[src/rtl/irq_pkg.sv]
// Shared constants for the interrupt controller: source count, bus
// address width and the word offsets that software decodes.
package irq_pkg;
    localparam int NSRC   = 32;
    localparam int ADDR_W = 4;

    typedef logic [ADDR_W-1:0] reg_addr_t;

    localparam reg_addr_t OFF_STAT = 4'h0;
    localparam reg_addr_t OFF_EN   = 4'h2;
    localparam reg_addr_t OFF_CRIT = 4'h3;
    localparam reg_addr_t OFF_POL  = 4'h4;
    localparam reg_addr_t OFF_TRIG = 4'h5;
    localparam reg_addr_t OFF_MASK = 4'h6;
endpackage

[src/rtl/irq_sense.sv]
// Input conditioning for every source.
// What it does: it brings each raw input through a two-flop synchroniser and
// keeps the previous synchronised value. For each bit it raises a one-cycle
// or steady 'hit' that follows the bit's trigger and sense settings.
// Assumes: raw inputs are asynchronous. The sense and trigger vectors are
// synchronous register outputs.
module irq_sense #(
    parameter int N = 32
) (
    input  logic         clk,
    input  logic         rst_n,
    input  logic [N-1:0] raw,
    input  logic [N-1:0] sense,
    input  logic [N-1:0] trig,
    output logic [N-1:0] hit
);
    logic [N-1:0] sync_a;
    logic [N-1:0] sync_b;
    logic [N-1:0] prev_b;

    // Purpose: synchronise inputs and remember last synchronised sample.
    always_ff @(posedge clk) begin
        if (!rst_n) begin
            sync_a <= '0;
            sync_b <= '0;
            prev_b <= '0;
        end else begin
            sync_a <= raw;
            sync_b <= sync_a;
            prev_b <= sync_b;
        end
    end

    for (genvar i = 0; i < N; i++) begin : g_src
        logic now_act;
        logic old_act;
        // Purpose: active-level test of the current and previous sample.
        assign now_act = (sync_b[i] == sense[i]);
        assign old_act = (prev_b[i] == sense[i]);
        // Purpose: edge mode wants an entry into the active level, level mode any active sample.
        assign hit[i]  = trig[i] ? (now_act && !old_act) : now_act;
    end
endmodule

[src/rtl/irq_regs.sv]
// Register file and status store.
// What it does: it decodes bus writes into the enable, critical, sense and
// trigger registers. It keeps the status register, where a new hit takes
// priority over a write-one clear. It produces the masked status and
// registered read data.
// Assumes: single-cycle strobes, and wr and rd are never both high.
module irq_regs
    import irq_pkg::*;
#(
    parameter int N = 32
) (
    input  logic         clk,
    input  logic         rst_n,
    input  reg_addr_t    addr,
    input  logic [N-1:0] wdata,
    input  logic         wr,
    input  logic         rd,
    input  logic [N-1:0] hit,
    output logic [N-1:0] rdata,
    output logic [N-1:0] masked,
    output logic [N-1:0] crit_q,
    output logic [N-1:0] sense_q,
    output logic [N-1:0] trig_q
);
    logic [N-1:0] stat_q;
    logic [N-1:0] en_q;
    logic [N-1:0] clr_mask;
    logic [N-1:0] rd_mux;
    logic         mapped;

    // Purpose: write-one-to-clear mask for the status word.
    assign clr_mask = (wr && addr == OFF_STAT) ? wdata : '0;
    // Purpose: enabled view of status.
    assign masked   = stat_q & en_q;

    // Purpose: mark the offsets that hold state or read back.
    always_comb begin
        case (addr)
            OFF_STAT, OFF_EN, OFF_CRIT, OFF_POL, OFF_TRIG, OFF_MASK: mapped = 1'b1;
            default: mapped = 1'b0;
        endcase
    end

    // Purpose: configuration registers written from the bus.
    always_ff @(posedge clk) begin
        if (!rst_n) begin
            en_q    <= '0;
            crit_q  <= '0;
            sense_q <= '0;
            trig_q  <= '0;
        end else if (wr) begin
            case (addr)
                OFF_EN:   en_q    <= wdata;
                OFF_CRIT: crit_q  <= wdata;
                OFF_POL:  sense_q <= wdata;
                OFF_TRIG: trig_q  <= wdata;
                default: ;
            endcase
        end
    end

    // Purpose: status capture; a hit in the same cycle overrides a clear.
    always_ff @(posedge clk) begin
        if (!rst_n) stat_q <= '0;
        else        stat_q <= (stat_q & ~clr_mask) | hit;
    end

    // Purpose: read multiplexer; unmapped and vector offsets give zero.
    always_comb begin
        case (addr)
            OFF_STAT: rd_mux = stat_q;
            OFF_EN:   rd_mux = en_q;
            OFF_CRIT: rd_mux = crit_q;
            OFF_POL:  rd_mux = sense_q;
            OFF_TRIG: rd_mux = trig_q;
            OFF_MASK: rd_mux = masked;
            default:  rd_mux = '0;
        endcase
    end

    // Purpose: registered read data, zero when no read is in progress.
    always_ff @(posedge clk) begin
        if (!rst_n) rdata <= '0;
        else        rdata <= rd ? rd_mux : '0;
    end

    // bits written as 1 with no concurrent hit are clear afterwards.
    a_r5_clear_ones: assert property (@(posedge clk) disable iff (!rst_n)
        (wr && addr == OFF_STAT) |=> ((stat_q & $past(wdata) & ~$past(hit)) == '0));

    // a hit always leaves its status bit set, clear or not.
    a_r6_hit_sets: assert property (@(posedge clk) disable iff (!rst_n)
        (|hit) |=> ((stat_q & $past(hit)) == $past(hit)));

    // a masked-status read never shows a disabled source.
    a_r8_masked_read: assert property (@(posedge clk) disable iff (!rst_n)
        (rd && addr == OFF_MASK) |=> ((rdata & ~$past(en_q)) == '0));

    // writes to unmapped offsets leave configuration untouched.
    a_r10_unmapped_write: assert property (@(posedge clk) disable iff (!rst_n)
        (wr && !mapped) |=> ($stable(en_q) && $stable(crit_q) && $stable(sense_q) && $stable(trig_q)));
endmodule

[src/rtl/irq_merge.sv]
// Request generation.
// What it does: it reduces the masked status into the ordinary and critical
// request lines, splitting by the critical register, and registers both.
// Assumes: masked and crit are synchronous to clk.
module irq_merge #(
    parameter int N = 32
) (
    input  logic         clk,
    input  logic         rst_n,
    input  logic [N-1:0] masked,
    input  logic [N-1:0] crit,
    output logic         irq_norm,
    output logic         irq_crit
);
    // Purpose: registered OR-reduction per request class.
    always_ff @(posedge clk) begin
        if (!rst_n) begin
            irq_norm <= 1'b0;
            irq_crit <= 1'b0;
        end else begin
            irq_norm <= |(masked & ~crit);
            irq_crit <= |(masked & crit);
        end
    end

    // no request one cycle after an empty masked status.
    a_r9_quiet: assert property (@(posedge clk) disable iff (!rst_n)
        (masked == '0) |=> (!irq_norm && !irq_crit));

    // a critical request needs a critical masked source a cycle earlier.
    a_r9_crit_source: assert property (@(posedge clk) disable iff (!rst_n)
        irq_crit |-> $past(|(masked & crit)));
endmodule

[src/rtl/irq_ctrl.sv]
// Top level of the interrupt controller.
// What it does: it joins input conditioning, the register file and request
// generation. Source n is carried on bit (NSRC-1-n) everywhere.
// Assumes: one clock domain for the bus, and a synchronous active-low reset.
module irq_ctrl
    import irq_pkg::*;
#(
    parameter int NSRC_P = irq_pkg::NSRC
) (
    input  logic              clk,
    input  logic              rst_n,
    input  logic [NSRC_P-1:0] src_in,
    input  logic [ADDR_W-1:0] bus_addr,
    input  logic [NSRC_P-1:0] bus_wdata,
    input  logic              bus_wr,
    input  logic              bus_rd,
    output logic [NSRC_P-1:0] bus_rdata,
    output logic              irq_norm,
    output logic              irq_crit
);
    logic [NSRC_P-1:0] hit;
    logic [NSRC_P-1:0] masked;
    logic [NSRC_P-1:0] crit_q;
    logic [NSRC_P-1:0] sense_q;
    logic [NSRC_P-1:0] trig_q;

    irq_sense #(.N(NSRC_P)) u_sense (
        .clk   (clk),
        .rst_n (rst_n),
        .raw   (src_in),
        .sense (sense_q),
        .trig  (trig_q),
        .hit   (hit)
    );

    irq_regs #(.N(NSRC_P)) u_regs (
        .clk     (clk),
        .rst_n   (rst_n),
        .addr    (bus_addr),
        .wdata   (bus_wdata),
        .wr      (bus_wr),
        .rd      (bus_rd),
        .hit     (hit),
        .rdata   (bus_rdata),
        .masked  (masked),
        .crit_q  (crit_q),
        .sense_q (sense_q),
        .trig_q  (trig_q)
    );

    irq_merge #(.N(NSRC_P)) u_merge (
        .clk      (clk),
        .rst_n    (rst_n),
        .masked   (masked),
        .crit     (crit_q),
        .irq_norm (irq_norm),
        .irq_crit (irq_crit)
    );
endmodule

[config.mk]
export PLATFORM = sky130hd
export DESIGN_NAME = irq_ctrl
export DESIGN_NICKNAME = d
export VERILOG_FILES = /design/src/rtl/irq_pkg.sv /design/src/rtl/irq_sense.sv /design/src/rtl/irq_regs.sv /design/src/rtl/irq_merge.sv /design/src/rtl/irq_ctrl.sv
export SDC_FILE = /design/constraint.sdc
export NUM_CORES = 1
export LEC_CHECK = 0
export BUFFER_PORTS_ARGS = -buffer_cell sky130_fd_sc_hd__buf_2
export CORE_MARGIN = 2
export CORE_UTILIZATION = 57
export DETAILED_ROUTE_END_ITERATION = 7
export PLACE_DENSITY = 0.77
export SLEW_MARGIN = 15
export SYNTH_ARGS = -nofsm -noshare
export SYNTH_HDL_FRONTEND = slang
export SYNTH_SLANG_ARGS = --single-unit
[constraint.sdc]
create_clock -name clk -period 2.6 [get_ports clk]
set_clock_uncertainty 0.1 [all_clocks]
set_input_delay 0.78 -clock clk [delete_from_list [all_inputs] [get_ports clk]]
set_output_delay 0.78 -clock clk [all_outputs]
set_load 0.02 [all_outputs]
**After elaboration in Yosys (flattened, before gate mapping)**

Cells that the tools add are included.

- Word-level logic and storage cells: 194
- Register bits: 290
- Output and inout bits: 34
- Input bits: 72

- Multiplexer cells: 34
- Bitwise logic cells: 7
- Equal/unequal tests: 69
- Reduce and logical (&&, ||, !) cells: 73

Operators by type and width:

| operator | count |
|---|---|
| $pmux 32 s6 | 1 |
| $and 32x32->32 | 4 |
| $eq 1x1->1 | 64 |
| $not 32->32 | 2 |
| $reduce_or 32->1 | 2 |
| $logic_and 1x1->1 | 33 |
| $logic_not 1->1 | 32 |
| $mux 1 | 32 |
| $mux 32 | 1 |
| $or 32x32->32 | 1 |
| $eq 4x3->1 const B | 3 |
| $reduce_and 2->1 | 5 |
| $eq 4x2->1 const B | 2 |
| $logic_not 4->1 | 1 |

**Depth between registers and ports, before layout**

- Depth in word-level cells: 6
- Depth in mapped cells: 8
- Gate-level depth less buffers: 4

**Hierarchy**

Synthesis repeated with hierarchy kept, for this count alone.

- Cell total of the unflattened synthesis: 1379
- Area total of the unflattened synthesis: 12295.5 µm²

By module, submodules not included:

| module | times used | cells each | area each (µm²) |
|---|---|---|---|
| irq_regs | 1 | 971 | 8388.0 |
| irq_sense | 1 | 330 | 3444.6 |
| irq_merge | 1 | 78 | 462.9 |

**Worst setup path after synthesis**

OpenSTA, ideal clock, no wires.

- Path type: input-to-reg
- From: input port bus_addr[3]
- To: register u_regs.en_q[10]
- Library setup time: 0.070 ns
- Arrival time: 2.003 ns
- Required time: 2.430 ns
- Buffers on the path: 3
- Slack: 0.427 ns
- Stages on the path: 7
- Cells stage by stage: buf_2 > nor4b_4 > and2_1 > clkbuf_1 > buf_2 > nand2_1 > a21oi_1

- Word-level cells in the longest chain between the ends: 2

RTL lines:

| element | line | text |
|---|---|---|
| from (decl) | irq_ctrl.sv:13 | `input logic [ADDR_W-1:0] bus_addr,` |
| $eq 4x2->1 | irq_regs.sv:52 | `case (addr)` |
| $reduce_and 2->1 (no line) | n/a |  |
| to (signal assigned) | irq_regs.sv:53 | `OFF_EN: en_q <= wdata;` |
| to (decl) | irq_regs.sv:26 | `logic [N-1:0] en_q;` |

Every way passes these cells.
A chain may end at the register's enable or synchronous reset.

**Worst setup path in the final report**

- From: register u_regs.rdata[21]
- To: output port bus_rdata[21]

RTL lines:

| element | line | text |
|---|---|---|
| from (decl) | irq_regs.sv:19 | `output logic [N-1:0] rdata,` |
| from (signal assigned) | irq_regs.sv:84 | `else rdata <= rd ? rd_mux : '0;` |
| to (decl) | irq_ctrl.sv:17 | `output logic [NSRC_P-1:0] bus_rdata,` |

No word-level cell between the ends.

==> impl_results.md <==
* CP Cell Sequence: buf_2
* Core box area at a little under 20000 sq um
* Final #Nets at around 1500
* Placed cell area at around 12000 sq um
* Share of cells above drive strength 1 at 0.151
* Met3 GRT Util at 0.0655
* CTS Hold Bufs at 0
* Setup slack at placement at ~170 ps
* Drt first pass iters at 7
* DRT antenna net count at 0
* Root buf cell: clkbuf_16
* Setup violators final at 0
* Vias in the first global route at ~9700
* Final Power at between 9000 and 10000 uW
* CP top delay family: flip-flops
* Area grow syn2layout at 16.5%
* Hold Vio Cnt, Final at 0
* Worst setup SP type: flip-flop
* CP max-delay cell: dfxtp_1
* Global-route usage over all layers at 0.308
* Combinational share of power at 0.058
* Largest net degree at the start of global routing at 66
* Worst rel slew slack at 0.676
* Initial Utilization at 0.584
* Switching part of the total at 0.230
* Final Util at 0.680
* Initial antenna violation count at 1
* M2 GR Usage at 0.502
* Final worst setup slack at between 600 and 700 ps
* Post-synthesis sequential area ratio at 0.509
* Synth cell count leaders: nand2_1 (382), dfxtp_1 (290), a21oi_1 (185)
* Mapped Cells at ~1400
* Most frequent cell after synthesis: nand2_1
* Asr flop ratio synth at 0
* Number of buffers created by CTS at 29
* Max Cap Violations at 0
* DRC at 0
* Synth warn at 0
* Port bufs at around 110
* IR drop worst, VDD at 0.546 mV
* Die area at around 21000 sq um
* Global-route wire length before repair at roughly 52000 um
* Clock slew at reported path FFs at 60 ps
* H-tree lvl count at 1
* Achievable Freq at slightly above 500 MHz
* Worst skew pair latency at between 500 and 600 ps
* Clk sink count at 290
* Die width at roughly 150 um
* Synthesized Nets at roughly 1400
* Final WL at between 30000 and 40000 um
* CTS resizes at 0
* Arrival time worst endpoint at 1090 ps
* Synth Cell Area at ~11000 sq um
* Die Ht at 145 um
* CTS tree: built
* RSZ-0062 raised after global routing: no
* FF+latch count, synth at 290
* Dominant cells by area after synthesis: dfxtp_1 (51%), nand2_1 (13%), a21oi_1 (8.1%), and2_1 (5.5%), nand3_1 (2.9%)
* Measured slew at the worst slew-check pin at 486 ps
* Critical path's largest stage delay at between 300 and 400 ps
* Setup TNS after final layout at 0 ps
* GP Congestion at approximately 0.95
* IO Pins at around 110
* CP endpoint kind: primary output
* Number of post-CTS setup repair buffers at 0
* Via count of the routed design at between 10000 and 15000
* Synth top area share at 0.509
* Post-synth top area cell: dfxtp_1
* Mean Syn Cell Area at roughly 8.3 sq um
* GRT overflow at 0
* # rows at roughly 50
* Most used routing layer: met2
* Netlist cell types at 35
* Internal at 7080 uW
* P per Cell Area at 692 nW/um^2
* NetSw at ~2100 uW
* Wire per inst at approximately 19 um
* Tcrit/Tclk final at 0.758
* CP Max Fanout at 1
* Critical Setup Path Class: reg -> out
* Status: completed
* Pleak at 0.00517 uW
* Layout fillers at about 1600
* Sequential share of power at 0.509
* Vias/cell at roughly 6.0
* Clock share of power at 0.433
* GRT met1 Usage at 0.395
* Design Area, Final at approximately 13000 sq um
* Crit path buf inv count at 1
* Max-slew violation count at 0
* Worst EP required at about 1700 ps
* Final min period at about 2000 ps
* Worst Hold Class: reg -> reg
* Prevailing post-synth register cell: dfxtp_1
* 1st-iter DRT viols at between 1000 and 1500
* EDFF count, synth at 0
* Clk buf depth at 3
* DP Wirelength at 22400 um
[layer usage]
layer	wire length, um	up-vias
li1	-	4924
met1	13100	4883
met2	15500	570
met3	3230	111
met4	1460	0
met5	0	-
[final timing paths]
check,end,cells after the start,slack (ps),start
min reg2reg,u_sense.sync_b[7],1,330,u_sense.sync_a[7]
max,bus_rdata[21],1,630,u_regs.rdata[21]
min,u_sense.sync_b[7],1,330,u_sense.sync_a[7]
max reg2reg,u_merge.irq_norm,4,1100,u_regs.stat_q[9]
[power groups by stage]
stage	logic [uW]	clock network [uW]	registers [uW]
detailed placement	520	0	4770
global placement	508	0	4770
global route	575	4200	4690
finish	530	3980	4680
floorplan	295	0	4740
CTS	523	4030	4680
[cells by family after synthesis]
kind of cell	after synthesis	synth area share
buffers and inverters	89	0.0327
AO/OA/AOI/OAI	316	0.169
multiplexers	21	0.0205
flip-flops	290	0.509
AND/OR/NAND/NOR	653	0.268
[registers in the layout, indices dropped and copies added (netlist names)]
signal and cells:
u_sense.sync_a 32, u_regs.sense_q 32, u_regs.stat_q 32, u_merge.irq_norm 1, u_sense.sync_b 32, u_regs.rdata 32
u_regs.crit_q 32, u_sense.prev_b 32, u_regs.en_q 32, u_merge.irq_crit 1, u_regs.trig_q 32
[final cells by class]
type	count	area, sq um	share of cell area
clock inverter	8	70.1	0.00528
antenna	1	2.50	0.000188
multi-input combinational	990	5260	0.396
timing repair buffer	155	976	0.0735
clock buffer	42	835	0.0628
sequential	290	5810	0.437
tap	265	332	0.0250
inverter	1	6.26	0.000471
[per-stage QoR]
step                instances  hold slack [ps]
global route             1752              342
finish                   1752              331
detailed placement       1701              318
CTS                      1751              333
floorplan                1369              312
global placement         1701              314
[cells in the final DEF, fill, tap and decap left out, drive strengths merged, types with 28 or more instances in the layout]
master	n
nand2	382
dfxtp	290
a21oi	185
buf	155
and2	101
nand3	65
clkbuf	42
a31oi	41
nor2b	35
nor3	34
a21o	28
Note: power is estimated with default switching activity, not from simulation.
